[src/rtl/mbus_pkg.sv]
`timescale 1ns/1ps
package mbus_pkg;
    localparam int ADDR_W = 20;
    localparam int DATA_W = 16;
    localparam int BYTE_W = DATA_W / 2;
    localparam int HI_W   = ADDR_W - DATA_W;
    localparam int SEG_W  = 2;
    localparam int STAT_W = 3;

    typedef enum logic [2:0] {
        PH_TI = 3'd0,
        PH_T1 = 3'd1,
        PH_T2 = 3'd2,
        PH_T3 = 3'd3,
        PH_TW = 3'd4,
        PH_T4 = 3'd5
    } phase_e;

    localparam logic [STAT_W-1:0] ST_IORD  = 3'b001;
    localparam logic [STAT_W-1:0] ST_IOWR  = 3'b010;
    localparam logic [STAT_W-1:0] ST_FETCH = 3'b100;
    localparam logic [STAT_W-1:0] ST_MEMRD = 3'b101;
    localparam logic [STAT_W-1:0] ST_MEMWR = 3'b110;
    localparam logic [STAT_W-1:0] ST_IDLE  = 3'b111;

    typedef struct packed {
        logic [ADDR_W-1:0] addr;
        logic              write;
        logic              mem;
        logic              fetch;
        logic              word;
        logic [SEG_W-1:0]  seg;
        logic [DATA_W-1:0] wdata;
    } xreq_t;

    function automatic logic [STAT_W-1:0] stat_code(input logic write,
                                                   input logic mem,
                                                   input logic fetch);
        if (!mem)       return write ? ST_IOWR : ST_IORD;
        else if (write) return ST_MEMWR;
        else            return fetch ? ST_FETCH : ST_MEMRD;
    endfunction

    function automatic logic data_wait(input phase_e p);
        return (p == PH_T3) || (p == PH_TW);
    endfunction
endpackage

[src/rtl/mbus_tstate.sv]
`timescale 1ns/1ps
module mbus_tstate
    import mbus_pkg::*;
(
    input  logic   clk,
    input  logic   rst,
    input  logic   start,
    input  logic   more,
    input  logic   rdy,
    output phase_e phase
);
    phase_e nxt;

    always_comb begin
        nxt = phase;
        unique case (phase)
            PH_TI:        nxt = start ? PH_T1 : PH_TI;
            PH_T1:        nxt = PH_T2;
            PH_T2:        nxt = PH_T3;
            PH_T3, PH_TW: nxt = rdy ? PH_T4 : PH_TW;
            PH_T4:        nxt = (more || start) ? PH_T1 : PH_TI;
            default:      nxt = PH_TI;
        endcase
    end

    always_ff @(posedge clk) begin
        if (rst) phase <= PH_TI;
        else     phase <= nxt;
    end

    AST_WAIT_HOLDS: assert property (@(posedge clk) disable iff (rst)
        (data_wait(phase) && !rdy) |=> (phase == PH_TW));
    AST_T1_TO_T2: assert property (@(posedge clk) disable iff (rst)
        (phase == PH_T1) |=> (phase == PH_T2));
    AST_READY_ENDS: assert property (@(posedge clk) disable iff (rst)
        (data_wait(phase) && rdy) |=> (phase == PH_T4));
endmodule

[src/rtl/mbus_xfer.sv]
`timescale 1ns/1ps
module mbus_xfer
    import mbus_pkg::*;
(
    input  logic              clk,
    input  logic              rst,
    input  logic              accept,
    input  xreq_t             req_in,
    input  phase_e            phase,
    input  logic              rdy,
    input  logic [DATA_W-1:0] bus_in,
    output logic              cur_write,
    output logic              cur_mem,
    output logic              cur_fetch,
    output logic [SEG_W-1:0]  cur_seg,
    output logic              more,
    output logic [ADDR_W-1:0] sub_addr,
    output logic              lane_bhe_n,
    output logic [DATA_W-1:0] lane_wdata,
    output logic [DATA_W-1:0] rdata
);
    xreq_t             cur;
    logic              sub;
    logic              split;
    logic              full;
    logic [BYTE_W-1:0] wbyte;
    logic [BYTE_W-1:0] pick;
    logic              take;

    assign split     = cur.word & cur.addr[0];
    assign full      = cur.word & ~cur.addr[0];
    assign more      = split & ~sub;
    assign sub_addr  = sub ? cur.addr + ADDR_W'(1) : cur.addr;
    assign cur_write = cur.write;
    assign cur_mem   = cur.mem;
    assign cur_fetch = cur.fetch;
    assign cur_seg   = cur.seg;

    // Upper lane whenever the byte address is odd; both lanes for an aligned word.
    assign lane_bhe_n = ~(sub_addr[0] | full);

    always_comb begin
        wbyte = (split && sub) ? cur.wdata[DATA_W-1:BYTE_W] : cur.wdata[BYTE_W-1:0];
        if (full)             lane_wdata = cur.wdata;
        else if (sub_addr[0]) lane_wdata = {wbyte, {BYTE_W{1'b0}}};
        else                  lane_wdata = {{BYTE_W{1'b0}}, wbyte};
    end

    assign pick = sub_addr[0] ? bus_in[DATA_W-1:BYTE_W] : bus_in[BYTE_W-1:0];
    assign take = data_wait(phase) && rdy && !cur.write;

    always_ff @(posedge clk) begin
        if (rst) begin
            cur   <= '0;
            sub   <= 1'b0;
            rdata <= '0;
        end else begin
            if (accept) begin
                cur <= req_in;
                sub <= 1'b0;
            end else if (phase == PH_T4 && more) begin
                sub <= 1'b1;
            end
            if (take) begin
                if (full)             rdata <= bus_in;
                else if (split & sub) rdata[DATA_W-1:BYTE_W] <= pick;
                else                  rdata <= {{BYTE_W{1'b0}}, pick};
            end
        end
    end

    AST_SECOND_HALF_EVEN: assert property (@(posedge clk) disable iff (rst)
        (phase == PH_T4 && more) |=> (!sub_addr[0] && lane_bhe_n));
endmodule

[src/rtl/mbus_drive.sv]
`timescale 1ns/1ps
module mbus_drive
    import mbus_pkg::*;
(
    input  phase_e            phase,
    input  logic              write,
    input  logic              mem,
    input  logic              fetch,
    input  logic [SEG_W-1:0]  seg,
    input  logic [ADDR_W-1:0] sub_addr,
    input  logic              lane_bhe_n,
    input  logic [DATA_W-1:0] lane_wdata,
    input  logic              rdy,
    output logic [DATA_W-1:0] ad_out,
    output logic              ad_oe,
    output logic [HI_W-1:0]   hi_out,
    output logic              hi_oe,
    output logic              bhe_n,
    output logic              ale,
    output logic              rd_n,
    output logic              wr_n,
    output logic              den_n,
    output logic              dt_r,
    output logic              m_io,
    output logic [STAT_W-1:0] stat
);
    logic busy, addr_ph, strobe_ph, data_ph, show_code;

    assign busy      = (phase != PH_TI);
    assign addr_ph   = (phase == PH_T1);
    assign strobe_ph = (phase == PH_T2) || data_wait(phase);
    assign data_ph   = strobe_ph || (phase == PH_T4);
    assign show_code = addr_ph || (phase == PH_T2) || (data_wait(phase) && !rdy);

    assign ale   = addr_ph;
    assign rd_n  = ~(strobe_ph & ~write);
    assign wr_n  = ~(strobe_ph & write);
    assign den_n = write ? ~data_ph : ~(data_wait(phase) || phase == PH_T4);
    assign dt_r  = busy & write;
    assign m_io  = busy & mem;
    assign bhe_n = busy ? lane_bhe_n : 1'b1;
    assign stat  = show_code ? stat_code(write, mem, fetch) : ST_IDLE;
    assign hi_oe = busy;

    always_comb begin
        if (addr_ph)      hi_out = mem ? sub_addr[ADDR_W-1:DATA_W] : '0;
        else if (data_ph) hi_out = HI_W'(seg);
        else              hi_out = '0;
    end

    always_comb begin
        ad_out = '0;
        ad_oe  = 1'b0;
        if (addr_ph) begin
            ad_out = sub_addr[DATA_W-1:0];
            ad_oe  = 1'b1;
        end else if (data_ph && write) begin
            ad_out = lane_wdata;
            ad_oe  = 1'b1;
        end
    end
endmodule

[src/rtl/mbus_seq.sv]
`timescale 1ns/1ps
module mbus_seq
    import mbus_pkg::*;
(
    input  logic              clk,
    input  logic              rst,
    input  logic              req_valid,
    output logic              req_ack,
    input  logic [ADDR_W-1:0] req_addr,
    input  logic              req_write,
    input  logic              req_mem,
    input  logic              req_fetch,
    input  logic              req_word,
    input  logic [SEG_W-1:0]  req_seg,
    input  logic [DATA_W-1:0] req_wdata,
    output logic              rsp_done,
    output logic [DATA_W-1:0] rsp_rdata,
    input  logic              rdy,
    input  logic [DATA_W-1:0] bus_ad_in,
    output logic [DATA_W-1:0] bus_ad_out,
    output logic              bus_ad_oe,
    output logic [HI_W-1:0]   bus_hi_out,
    output logic              bus_hi_oe,
    output logic              bhe_n,
    output logic              ale,
    output logic              rd_n,
    output logic              wr_n,
    output logic              den_n,
    output logic              dt_r,
    output logic              m_io,
    output logic [STAT_W-1:0] cyc_stat
);
    phase_e            phase;
    xreq_t             req_in;
    logic              more;
    logic              cur_write, cur_mem, cur_fetch;
    logic [SEG_W-1:0]  cur_seg;
    logic [ADDR_W-1:0] sub_addr;
    logic              lane_bhe_n;
    logic [DATA_W-1:0] lane_wdata;
    logic              last_t4;

    assign req_in   = '{addr: req_addr, write: req_write, mem: req_mem, fetch: req_fetch,
                        word: req_word, seg: req_seg, wdata: req_wdata};
    assign last_t4  = (phase == PH_T4) && !more;
    assign req_ack  = req_valid && ((phase == PH_TI) || last_t4);
    assign rsp_done = last_t4;

    mbus_tstate u_tstate (
        .clk(clk), .rst(rst), .start(req_ack), .more(more), .rdy(rdy), .phase(phase)
    );

    mbus_xfer u_xfer (
        .clk(clk), .rst(rst), .accept(req_ack), .req_in(req_in), .phase(phase),
        .rdy(rdy), .bus_in(bus_ad_in), .cur_write(cur_write), .cur_mem(cur_mem),
        .cur_fetch(cur_fetch), .cur_seg(cur_seg), .more(more), .sub_addr(sub_addr),
        .lane_bhe_n(lane_bhe_n), .lane_wdata(lane_wdata), .rdata(rsp_rdata)
    );

    mbus_drive u_drive (
        .phase(phase), .write(cur_write), .mem(cur_mem), .fetch(cur_fetch),
        .seg(cur_seg), .sub_addr(sub_addr), .lane_bhe_n(lane_bhe_n),
        .lane_wdata(lane_wdata), .rdy(rdy), .ad_out(bus_ad_out), .ad_oe(bus_ad_oe),
        .hi_out(bus_hi_out), .hi_oe(bus_hi_oe), .bhe_n(bhe_n), .ale(ale),
        .rd_n(rd_n), .wr_n(wr_n), .den_n(den_n), .dt_r(dt_r), .m_io(m_io),
        .stat(cyc_stat)
    );

    AST_ALE_SINGLE: assert property (@(posedge clk) disable iff (rst)
        ale |=> !ale);
    AST_STROBES_EXCLUSIVE: assert property (@(posedge clk) disable iff (rst)
        !(!rd_n && !wr_n));
    AST_ACK_STARTS_T1: assert property (@(posedge clk) disable iff (rst)
        req_ack |=> ale);
    AST_PASSIVE_AT_T4: assert property (@(posedge clk) disable iff (rst)
        rsp_done |-> (cyc_stat == ST_IDLE));
    AST_DONE_PULSE: assert property (@(posedge clk) disable iff (rst)
        rsp_done |=> !rsp_done);
    AST_NO_STROBE_AT_ALE: assert property (@(posedge clk) disable iff (rst)
        ale |-> (rd_n && wr_n));
endmodule

[config.mk]
export PLATFORM = sky130hd
export DESIGN_NAME = mbus_seq
export DESIGN_NICKNAME = d
export VERILOG_FILES = /design/src/rtl/mbus_pkg.sv /design/src/rtl/mbus_tstate.sv /design/src/rtl/mbus_xfer.sv /design/src/rtl/mbus_drive.sv /design/src/rtl/mbus_seq.sv
export SDC_FILE = /design/constraint.sdc
export NUM_CORES = 1
export LEC_CHECK = 0
export BUFFER_PORTS_ARGS = -buffer_cell sky130_fd_sc_hd__buf_2
export CAP_MARGIN = 20
export CORE_ASPECT_RATIO = 1.1
export CORE_UTILIZATION = 43
export DETAILED_ROUTE_END_ITERATION = 8
export PLACE_DENSITY = 0.73
export SLEW_MARGIN = 20
export SYNTH_ARGS = -nofsm -noshare
export SYNTH_HDL_FRONTEND = slang
export SYNTH_SLANG_ARGS = --single-unit
[constraint.sdc]
create_clock -name clk -period 3 [get_ports clk]
set_clock_uncertainty 0.1 [all_clocks]
set_input_delay 0.45 -clock clk [delete_from_list [all_inputs] [get_ports clk]]
set_output_delay 0.45 -clock clk [all_outputs]
set_load 0.005 [all_outputs]
# ---- Word-level counts from Yosys, hierarchy flattened
# Index checks and enable logic that the tools add are counted.
dict set report op_classes {
  muxes 26
  n_reduce_logical 24
  n_bitwise 17
  n_addsub 1
  n_eq_ne 6
}
# op count
set ops {}
lappend ops {{$mux 16} 5}
lappend ops {{$mux 8} 4}
lappend ops {{$add 20x1->20 const B} 1}
lappend ops {{$mux 20} 1}
lappend ops {{$pmux 3 s5} 1}
lappend ops {{$mux 3} 3}
lappend ops {{$and 1x1->1} 8}
lappend ops {{$logic_and 1x1->1} 8}
lappend ops {{$logic_or 1x1->1} 8}
lappend ops {{$mux 1} 8}
lappend ops {{$mux 4} 2}
lappend ops {{$not 1->1} 8}
lappend ops {{$eq 3x2->1 const B} 2}
lappend ops {{$eq 3x3->1 const B} 2}
lappend ops {{$mux 2} 2}
lappend ops {{$reduce_or 2->1} 2}
lappend ops {{$eq 3x1->1 const B} 1}
lappend ops {{$logic_not 1->1} 3}
lappend ops {{$logic_not 3->1} 1}
lappend ops {{$reduce_bool 3->1} 1}
lappend ops {{$ne 2x1->1 const B} 1}
lappend ops {{$reduce_and 2->1} 1}
lappend ops {{$or 1x1->1} 1}
dict set report word_totals {
  output_inout_bits 50
  input_bits 62
  regBits 62
  word_cells 85
}

# ---- Depth between registers and ports, before layout
# Gate-level depths: netlist (run 1).
dict set report logic_depth {
  ltp_word 9
  depth_mapped 7
  depth_no_buf 5
}

# ---- Hierarchy
# From an unflattened synthesis (run 1), not the netlist that was laid out.
dict set report unflattened {
  cells_unflattened 440
  hier_area_um2 3733.6
}
# mod area_each_um2 seq_area_each_um2 cells_per_inst instances
set by_module_without_submodules {}
lappend by_module_without_submodules {mbus_xfer 3094.2 1181.1 360 1}
lappend by_module_without_submodules {mbus_drive 457.9 0.0 58 1}
lappend by_module_without_submodules {mbus_tstate 140.1 60.1 17 1}
lappend by_module_without_submodules {mbus_seq 41.3 0.0 5 1}

# ---- Worst setup path after synthesis (run 1)
# OpenSTA, ideal clock, no wires.
dict set report synth_path {
  kind {flip-flop to output port}
  startpoint {register u_xfer.cur[22] in the netlist's numbering}
  endpoint {output bus_hi_out[3]}
  t_required_ns 2.450
  arrival_ns 1.516
  n_path_buf 1
  path_slack_ns 0.934
  path_stages_with_launch 6
  cell_sequence {dfxtp_1 -> buf_2 -> nand4_1 -> nor4_4 -> a31oi_1 -> a41o_1}
}
dict set report synth_via {
  elab_chain_len 4
}
# element line_no
set synth_lines {}
lappend synth_lines {{from (decl)} mbus_xfer.sv:22} ;# xreq_t cur;
lappend synth_lines {{from (signal assigned)} mbus_xfer.sv:59} ;# cur <= req_in;
lappend synth_lines {{$add 20x1->20} mbus_xfer.sv:33} ;# assign sub_addr = sub ? cur.addr + ADDR_W'(1) : cur.addr;
lappend synth_lines {{$mux 20} mbus_xfer.sv:33}
lappend synth_lines {{$mux 4 (2 in a row)} mbus_drive.sv:46} ;# if (addr_ph) hi_out = mem ? sub_addr[ADDR_W-1:DATA_W] : '0;
lappend synth_lines {{to (decl)} mbus_seq.sv:22} ;# output logic [HI_W-1:0] bus_hi_out,
# No other way between the ends.

# ---- Worst setup path in the final report (run 1)
dict set report layout_path {
  startpoint {register u_xfer.sub}
  endpoint {output bus_ad_out[7]}
}
dict set report layout_via {
  elab_chain_len 6
  word_cells_on_any_way 7
  classes_between {6 x mux; 1 x reduce/logical}
}
# element line_no
set layout_lines {}
lappend layout_lines {{from (decl)} mbus_xfer.sv:23} ;# logic sub;
lappend layout_lines {{from (signal assigned)} mbus_xfer.sv:55} ;# sub <= 1'b0;
lappend layout_lines {{from (signal assigned)} mbus_xfer.sv:60} ;# sub <= 1'b0;
lappend layout_lines {{from (signal assigned)} mbus_xfer.sv:62} ;# sub <= 1'b1;
lappend layout_lines {{$logic_and 1x1->1} mbus_xfer.sv:43} ;# wbyte = (split && sub) ? cur.wdata[DATA_W-1:BYTE_W] : cur.wdata[BYTE_W-1:0];
lappend layout_lines {{$mux 8} mbus_xfer.sv:43}
lappend layout_lines {{$mux 16} mbus_xfer.sv:45} ;# else if (sub_addr[0]) lane_wdata = {wbyte, {BYTE_W{1'b0}}};
lappend layout_lines {{$mux 16} mbus_xfer.sv:44} ;# if (full) lane_wdata = cur.wdata;
lappend layout_lines {{$mux 16} mbus_drive.sv:57} ;# end else if (data_ph && write) begin
lappend layout_lines {{$mux 16 *} mbus_drive.sv:54} ;# if (addr_ph) begin
lappend layout_lines {{to (decl)} mbus_seq.sv:20} ;# output logic [DATA_W-1:0] bus_ad_out,
# Mark *: on every way between the ends. The rest lies on a longest branch, timed or not.

==> impl_metrics.toml, run 1 <==
[flow_run]
maxCapViolations = 0

[floorplan]
die-area_um2 = 9320
die_w_um = 92.1
row_count = 35
initial_utilization = 0.450
coreArea_um2 = 8540
die_h_um = 101
ios = 112

[power_and_ir_drop]
vdd_ir_drop_max_v = 0.000251
power_frac_seq = 0.444
p_sw_frac = 0.305
pwr-share-comb = 0.227
power_density_nw_per_um2 = 476
power.internal_mw = 1.54
p_leak_nw = 1.88
p_sw_uw = 677
clkPwrFrac = 0.329

[global_route]
grt_pass1_wl_mm = 15.9
grt_pass1_vias = 3335
grt_overflow = 0
grt_usage = 0.215
grt_max_degree = 59
antenna_found_initial = 0

[critical_path]
cp.arrival_ns = 2.35
cp.required_ns = 2.45
cpMaxStageDelayCell = "and2_1"
worstRegToRegCells = 6
worst_path_largest_cell_delay_ns = 0.69
cpLargestDelayFamily = "simple AND/OR/NAND/NOR gates"
r2r_slack_ns = 0.72
worstSetupEndpointType = "output pin"
timing.rr.start = "u_xfer.sub$_SDFFE_PP0P_"
worstSetupPathType = "reg -> out"
crit_buf_inv = 1
cp_cell_sequence = "and2_1 > a22o_1 > a22oi_1 > o22ai_1 > buf_2"
timing.rr.end = "u_xfer.cur[1]$_SDFFE_PP0P_"
crit_fanout = 18
worst_setup_path_start_kind = "register"

[clock_tree]
numCtsBuffers = 9
clockRootBuffer = "clkbuf_8"
cts_num_sinks = 62
insertion_delay_ns = 0.34
clk_path_buf_depth = 2
clk_pin_slew_worst_paths_ns = 0.07
holdBufCountCts = 0
cts_tree = "yes"
cts_htree_levels = 3

[logic_synthesis]
yosysMostFrequentCell = "nand2b_1"
synth_warnings = 0
synth-seq-area-share = 0.323
yosys-top-cells-area = "dfxtp_1, nand2b_1, mux2i_1, a22o_1, a22oi_1"
yosysTopAreaCell = "dfxtp_1"
synth.distinct_cells = 48
yosys.area.top_type_share = 0.323
synth-edff-count = 0
syn_avg_cell_area_um2 = 8.43
synth-seq-cells = 62
yosys-top-cells-count = "nand2b_1, dfxtp_1, mux2i_1"
syn_area_um2 = 3840
synthFlopType = "dfxtp_1"
synthCells = 456
synth-async-reset-ratio = 0
syn-num-nets = 519

[timing]
worstMarginPinSlew_ns = 0.753
hold_viol = 0
finalSetupTns_ns = 0
rsz0062_at_grt = "false"
fin_ws_ns = 0.101
finalMaxSlewViolations = 0
post-route-period-util = 0.966
setup_viol = 0
clock.fmax_mhz = 345
slew_headroom = 0.498
fin_crit_ns = 2.90

[final_layout]
layout-drive-gt1-share = 0.271
n_antenna_cell = 0
final_area_um2 = 4660
areaGrowthSynthToFinish_pct = 21.2
nNetsFinal = 617

[outcome]
outcome = "completed"

[detailed_routing]
firstDrtPassIters = 5
routed_via_density = 5.56
routedWlPerCell_um = 14.9
ant_nets = 0
drc = 0
dr_total_vias = 3718
routed_wl_mm = 9.98
drtIter0Drc = 171

[placed_design]
hpwl_mm = 7.27
dp_slack_ns = 0.408
placed_cell_area_um2 = 4450
io_buffers = 111
gp_congestion = 0.836

[min_path]
hold_class = "in -> reg"
worstHoldStart = "req_wdata[12]"
whs_path_depth = 3
min_to = "u_xfer.cur[12]$_SDFFE_PP0P_"
==> cell type report <==
| type | count | area [µm²] |
|---|---|---|
| clock inverters | 4 | 47.5 |
| flip-flops and latches | 62 | 1240 |
| multi-input cells | 352 | 2420 |
| fillers | 842 | 3880 |
| well taps | 111 | 139 |
| clock buffers | 11 | 141 |
| inverters | 6 | 22.5 |
| repair buffers | 123 | 646 |
==> state kept, by name (all words and copies together) (netlist names) <==
signal            cells
u_tstate.phase        3
u_xfer.cur           37
u_xfer.cur_fetch      1
u_xfer.cur_mem        1
u_xfer.cur_seg        2
u_xfer.cur_write      1
u_xfer.rdata         16
u_xfer.sub            1
==> metrics by stage <==
stage	instances	power, mW	hold slack, ns	util
2_1_floorplan	456	1.33	0.349	-
3_3_place_gp	652	1.49	0.358	0.521
3_5_place_dp	652	1.50	0.366	0.521
4_1_cts	667	2.23	0.257	0.543
5_1_grt	669	2.32	0.266	0.545
6_report	669	2.22	0.260	0.545
==> worst register-to-register path, cell delays in order, from the launching register on <==
cell,delay (ns)
dfxtp_1,0.60
nor2b_1,0.11
buf_4,0.17
a21oi_1,0.20
o211a_2,0.40
buf_4,0.39
mux2i_1,0.24
==> per-layer routing <==
metal,vias to the layer above,track usage,wire length [µm]
met5,-,0,0
met4,0,0.0721,223
met3,23,0.0330,677
met2,170,0.371,4800
met1,1724,0.274,4280
li1,1801,-,-
==> kinds of logic (layout without fill, tap and decap cells) <==
| family | count (synthesis) | after routing | synth area share |
|---|---|---|---|
| simple gates | 202 | 202 | 0.298 |
| flops | 62 | 62 | 0.323 |
| mux | 46 | 46 | 0.120 |
| xor+xnor | 17 | 17 | 0.0387 |
| compound gates | 86 | 86 | 0.170 |
| fa+ha+maj | 1 | 1 | 0.00326 |
| buf+inv | 42 | 144 | 0.0475 |
==> cells in the final DEF, fill, tap and decap left out, types with 2 or more instances in the layout <==
cell type,count
dfxtp_1,61
nor3_1,8
xnor2_1,12
nand3_1,13
nor2_1,20
clkbuf_8,10
and2_1,2
buf_2,111
or2_2,5
nand3b_1,2
nor2b_1,5
a21oi_1,13
buf_4,12
mux2i_1,46
nor4_1,5
clkinv_2,2
o22ai_1,15
a22o_1,18
and3_1,2
nand4_1,8
nand2_1,31
a311oi_1,6
a22oi_1,16
a311oi_2,2
xor2_1,5
o21ai_0,4
a31oi_1,2
nand2b_1,94
inv_1,5
==> power groups by stage <==
stage	Sequential (mW)	Combinational, mW	Clock [mW]
floorplan	0.963	0.369	0
global placement	0.995	0.492	0
detailed placement	0.998	0.502	0
CTS	0.981	0.504	0.741
global route	0.994	0.555	0.772
finish	0.984	0.503	0.729
==> what timing repair did <==
item                       CTS  global route
gates resized for setup      0             1
setup endpoints to repair    0             6
buffers inserted             0             2
==> worst max-delay path by stage <==
stage	startpoint	to	slack (ns)	cells past startpoint
6_report	u_xfer.sub$_SDFFE_PP0P_	bus_ad_out[7]	0.10	5
4_1_cts	u_xfer.cur[22]$_SDFFE_PP0P_	bus_ad_out[13]	0.03	5
3_3_place_gp	u_xfer.cur[22]$_SDFFE_PP0P_	bus_hi_out[0]	0.55	6
2_1_floorplan	u_xfer.cur[22]$_SDFFE_PP0P_	bus_hi_out[3]	0.93	5
5_1_grt	u_xfer.sub$_SDFFE_PP0P_	bus_ad_out[7]	0.02	5
3_5_place_dp	u_xfer.cur[22]$_SDFFE_PP0P_	bus_ad_out[13]	0.41	5
Note: power is estimated with default switching activity, not from simulation.
==> run 2, diff against run 1 <==
--- a/config.mk
+++ b/config.mk
@@ -5,12 +5,13 @@
 export SDC_FILE = /design/constraint.sdc
 export NUM_CORES = 1
 export LEC_CHECK = 0
-export BUFFER_PORTS_ARGS = -buffer_cell sky130_fd_sc_hd__buf_2
 export CAP_MARGIN = 20
 export CORE_ASPECT_RATIO = 1.1
 export CORE_UTILIZATION = 43
 export DETAILED_ROUTE_END_ITERATION = 8
-export PLACE_DENSITY = 0.73
+export DONT_BUFFER_PORTS = 1
+export PLACE_DENSITY = 0.63
+export SETUP_SLACK_MARGIN = 0.15
 export SLEW_MARGIN = 20
 export SYNTH_ARGS = -nofsm -noshare
 export SYNTH_HDL_FRONTEND = slang
==> impl_metrics.toml, run 2 (same netlist as run 1, synthesis figures left out) <==
[outcome]
outcome = "completed"

[final_layout]
fillers = 841
n_antenna_cell = 0
reg.largest.list = "u_xfer.cur x37, u_xfer.rdata x16, u_tstate.phase x3"
final_common_cell = "nand2b_1"
max_flop_register = "u_xfer.cur"
utilization = 0.479
final_cell_mix = "nand2b_1, dfxtp_1, mux2i_1"
layout-drive-gt1-share = 0.0858
largest_register_ffs = 37
nNetsFinal = 502
areaGrowthSynthToFinish_pct = 6.45

[timing]
fin_crit_ns = 2.65
post-route-period-util = 0.885
setup_viol = 0
clock.fmax_mhz = 377
finalSetupTns_ns = 0
hold_viol = 0
worstMarginPinSlew_ns = 0.747
slew_headroom = 0.502
finalMaxSlewViolations = 0
rsz0062_at_grt = "true"

[floorplan]
initial_utilization = 0.450
die_w_um = 92.1
coreArea_um2 = 8540
ios = 112
die_h_um = 101
row_count = 35
die-area_um2 = 9320

[critical_path]
worstSetupEndpointType = "output pin"
worst_setup_path_start_kind = "register"
worstSetupPathType = "reg -> out"
timing.rr.start = "u_tstate.phase[2]$_SDFF_PP0_"
timing.rr.end = "u_xfer.rdata[5]$_SDFFE_PP0P_"
crit_fanout = 18
cp.arrival_ns = 2.10
worstRegToRegCells = 4
cp_cell_sequence = "nor3b_1 > or2_2 > a22oi_1 > o21ai_0"
cp.required_ns = 2.45
crit_end = "bus_ad_out[13]"
cpMaxStageDelayCell = "dfxtp_1"
r2r_slack_ns = 0.70
worst_path_largest_cell_delay_ns = 0.71
worstSetupStartpoint = "u_xfer.cur[18]$_SDFFE_PP0P_"

[placed_design]
gp_congestion = 0.838
hpwl_mm = 6.74
io_buffers = 0

[power_and_ir_drop]
power.internal_mw = 1.49
pwr-share-comb = 0.193
clkPwrFrac = 0.342
power_density_nw_per_um2 = 519
p_sw_frac = 0.300
p_leak_nw = 1.38
power_frac_seq = 0.465
p_sw_uw = 638
vdd_ir_drop_max_v = 0.000266

[detailed_routing]
routed_via_density = 5.84
routedWlPerCell_um = 17.3
drc = 0
firstDrtPassIters = 5
dr_total_vias = 3238
routed_wl_mm = 9.60
ant_nets = 0
drtIter0Drc = 197

[global_route]
grt_max_degree = 105
grt_usage = 0.211
grt_pass1_vias = 3096
grt_overflow = 0
grt_pass1_wl_mm = 15.4
antenna_found_initial = 0

[min_path]
hold_class = "in -> reg"

[clock_tree]
insertion_delay_ns = 0.34
numCtsBuffers = 9
holdBufCountCts = 0
cts_num_sinks = 62
clockRootBuffer = "clkbuf_8"
clk_path_buf_depth = 2
cts_tree = "yes"
clk_pin_slew_worst_paths_ns = 0.07
cts_htree_levels = 3

[flow_run]
maxCapViolations = 0
## run 2: cell count changes in the layout (fill, tap and decap cells not counted)
cell	before	now
and2_1	2	1
and2_2	0	1
buf_12	0	1
buf_2	111	0
buf_4	12	7
nand2_1	31	30
nand2_2	0	1
or3b_2	1	0
or3b_4	1	2
## run 2: worst max-delay path, delay by kind of cell, from the launching register on
| kind | cells | cell delay [ns] |
|---|---|---|
| AOI/OAI and AO/OA | 2 | 0.45 |
| DFF | 1 | 0.71 |
| and+or+nand+nor | 2 | 0.60 |
## run 2: metal layers
| metal | wire (µm) | global-route usage | vias to the layer above |
|---|---|---|---|
| met5 | 0 | 0 | - |
| met4 | 177 | 0.0649 | 0 |
| met3 | 846 | 0.0856 | 16 |
| met2 | 4620 | 0.356 | 132 |
| met1 | 3960 | 0.246 | 1509 |
| li1 | - | - | 1581 |
## run 2: what timing repair did
action                     4_1_cts  5_1_grt
setup endpoints to repair        0       19
setup buffers                    0        3
gates resized for setup          0        4
## run 2: final cells by class
cell class | count | area [µm²] | area share
clock buffer | 11 | 141 | 0.0346
clock inverter | 4 | 47.5 | 0.0116
inverter | 6 | 22.5 | 0.00551
multi-input combinational | 352 | 2420 | 0.593
sequential | 62 | 1240 | 0.304
tap | 111 | 139 | 0.0340
timing repair buffer | 8 | 72.6 | 0.0177
## run 2: through the flow
| stage | area, µm² | setup slack [ns] | hold slack (ns) | std cells | total power [mW] |
|---|---|---|---|---|---|
| 6_report | 4090 | 0.346 | 0.0738 | 554 | 2.12 |
| 2_1_floorplan | 3840 | 0.934 | 0.349 | 456 | 1.33 |
| 4_1_cts | 4060 | 0.220 | 0.0538 | 551 | 2.15 |
| 3_3_place_gp | 3870 | 0.662 | 0.361 | 536 | 1.40 |
| 3_5_place_dp | 3870 | 0.609 | 0.363 | 536 | 1.41 |
| 5_1_grt | 4090 | 0.129 | 0.0468 | 554 | 2.24 |
## run 2: power by group through the flow
stage | sequential [mW] | clock [mW] | combinational [mW]
5_1_grt | 1.00 | 0.789 | 0.451
3_5_place_dp | 1.00 | 0 | 0.409
4_1_cts | 0.986 | 0.750 | 0.411
2_1_floorplan | 0.963 | 0 | 0.369
6_report | 0.988 | 0.727 | 0.410
3_3_place_gp | 1.00 | 0 | 0.402
## run 2: worst min path at each step
stage	from	end	slack (ns)	cells past startpoint
finish	rst	u_xfer.rdata[6]$_SDFFE_PP0P_	0.07	1
floorplan	u_xfer.cur_fetch$_SDFFE_PP0P_	u_xfer.cur_fetch$_SDFFE_PP0P_	0.35	2
CTS	rst	u_xfer.rdata[6]$_SDFFE_PP0P_	0.05	1
global placement	u_xfer.cur_fetch$_SDFFE_PP0P_	u_xfer.cur_fetch$_SDFFE_PP0P_	0.36	2
global route	rst	u_xfer.rdata[6]$_SDFFE_PP0P_	0.05	1
detailed placement	u_xfer.cur_fetch$_SDFFE_PP0P_	u_xfer.cur_fetch$_SDFFE_PP0P_	0.36	2
==> run 3, diff against run 2 <==
--- a/config.mk
+++ b/config.mk
@@ -11,6 +11,7 @@
 export DETAILED_ROUTE_END_ITERATION = 8
 export DONT_BUFFER_PORTS = 1
 export PLACE_DENSITY = 0.63
+export RECOVER_POWER = 100
 export SETUP_SLACK_MARGIN = 0.15
 export SLEW_MARGIN = 20
 export SYNTH_ARGS = -nofsm -noshare
==> impl_metrics.toml, run 3 (same netlist as run 1, synthesis figures left out) <==
[timing]
post-route-period-util = 0.907
rsz0062_at_grt = "true"
timing.hold.ws_ns = 0.0737
hold_viol = 0
fin_ws_ns = 0.280
setup_viol = 0
slew_headroom = 0.211
finalSetupTns_ns = 0
worstMarginPinSlew_ns = 1.18
fin_crit_ns = 2.72
finalMaxSlewViolations = 0
clock.fmax_mhz = 368

[final_layout]
n_antenna_cell = 0
final_common_cell = "nand2b_1"
areaGrowthSynthToFinish_pct = 5.34
nNetsFinal = 502
fillers = 853
max_flop_register = "u_xfer.cur"
final_cell_mix = "nand2b_1, dfxtp_1, mux2i_1"
finalNonFillerCells = 554
seq_area_um2 = 1240
multi_input_area_um2 = 2400
largest_register_ffs = 37
layout-drive-gt1-share = 0.0767
reg.largest.list = "u_xfer.cur x37, u_xfer.rdata x16, u_tstate.phase x3"

[floorplan]
initial_utilization = 0.450
die_h_um = 101
die_w_um = 92.1
row_count = 35
ios = 112
die-area_um2 = 9320
coreArea_um2 = 8540

[detailed_routing]
firstDrtPassIters = 4
routed_via_density = 5.78
routed_wl_mm = 9.58
drc = 0
dr_total_vias = 3201
routedWlPerCell_um = 17.3
ant_nets = 0
drtIter0Drc = 185

[critical_path]
r2r_slack_ns = 0.34
worst_setup_path_start_kind = "register"
worstSetupPathType = "reg -> out"
worst_path_largest_cell_delay_ns = 0.65
worstSetupStartpoint = "u_xfer.sub$_SDFFE_PP0P_"
cpLargestDelayFamily = "simple AND/OR/NAND/NOR gates"
crit_fanout = 18
worstSetupEndpointType = "output pin"
cpMaxStageDelayCell = "and2_1"
worstRegToRegCells = 5
cp_cell_sequence = "and2_1 > a22o_1 > a22oi_1 > o22ai_1"
timing.rr.end = "u_xfer.cur[10]$_SDFFE_PP0P_"
cp.required_ns = 2.45
timing.rr.start = "u_xfer.sub$_SDFFE_PP0P_"
cp.arrival_ns = 2.17
crit_buf_inv = 0

[outcome]
outcome = "completed"

[clock_tree]
cts_num_sinks = 62
clockRootBuffer = "clkbuf_8"
cts_tree = "yes"
holdBufCountCts = 0
clk_pin_slew_worst_paths_ns = 0.07
numCtsBuffers = 9
cts_htree_levels = 3
clk_path_buf_depth = 2
insertion_delay_ns = 0.35

[placed_design]
gp_congestion = 0.838
dp_slack_ns = 0.609
hpwl_mm = 6.74
io_buffers = 0
place_inst = 536

[min_path]
hold_class = "in -> reg"
whs_path_depth = 1
worstHoldStart = "rst"
min_to = "u_xfer.rdata[6]$_SDFFE_PP0P_"

[global_route]
antenna_found_initial = 0
grt_overflow = 0
grt_pass1_vias = 3096
grt_pass1_wl_mm = 15.4
grt_max_degree = 105
grt_usage = 0.211

[flow_run]
maxCapViolations = 0

[power_and_ir_drop]
total_power_mw = 2.12
p_leak_nw = 1.35
power_density_nw_per_um2 = 523
vdd_ir_drop_max_v = 0.000266
-- run 3: cell types whose count changed in the layout (fill, tap and decap cells not counted), sizes merged --
| cell | change |
|---|---|
| clkbuf | +3 |
| buf | -3 |
-- run 3: layer usage --
metal  up-vias  wire, µm  GRT usage
met5         -         0          0
met4         0       160     0.0649
met3        13       849     0.0856
met2       116      4650      0.356
met1      1496      3920      0.246
li1       1576         -          -
-- run 3: how the worst max path moves through the flow --
stage                               end  slack [ns]  cells after the start
after floorplan           bus_hi_out[3]        0.93                      5
after global placement    bus_hi_out[0]        0.66                      5
after detailed placement  bus_hi_out[0]        0.61                      5
after CTS                 bus_hi_out[0]        0.22                      5
after global routing      bus_ad_out[7]        0.10                      4
final                     bus_ad_out[0]        0.28                      4
-- run 3: report_power, final --
group	leakage (nW)	switching [mW]	internal [mW]
Sequential	0.507	0.0961	0.892
Clock	0.0952	0.328	0.399
Combinational	0.749	0.210	0.190
Total	1.35	0.635	1.48
-- run 3: per-stage QoR --
stage / area [µm²] / util
floorplan: 3840 / -
global placement: 3870 / 0.453
detailed placement: 3870 / 0.453
CTS: 4060 / 0.475
global route: 4050 / 0.474
finish: 4050 / 0.474
-- run 3: timing repair --
action / in CTS / in global routing
buffers inserted: 0 / 3
resized for setup: 0 / 4
endpoints found under the setup margin: 0 / 19
hold endpoints to repair: 0 / 0
-- run 3: area by class of cell --
class                   count  share of cell area
flip-flops and latches     62               0.307
multi-input cells         352               0.593
repair buffers              8              0.0133
clock inverters             4              0.0117
inverters                   6             0.00556
clock buffers              11              0.0349
well taps                 111              0.0343
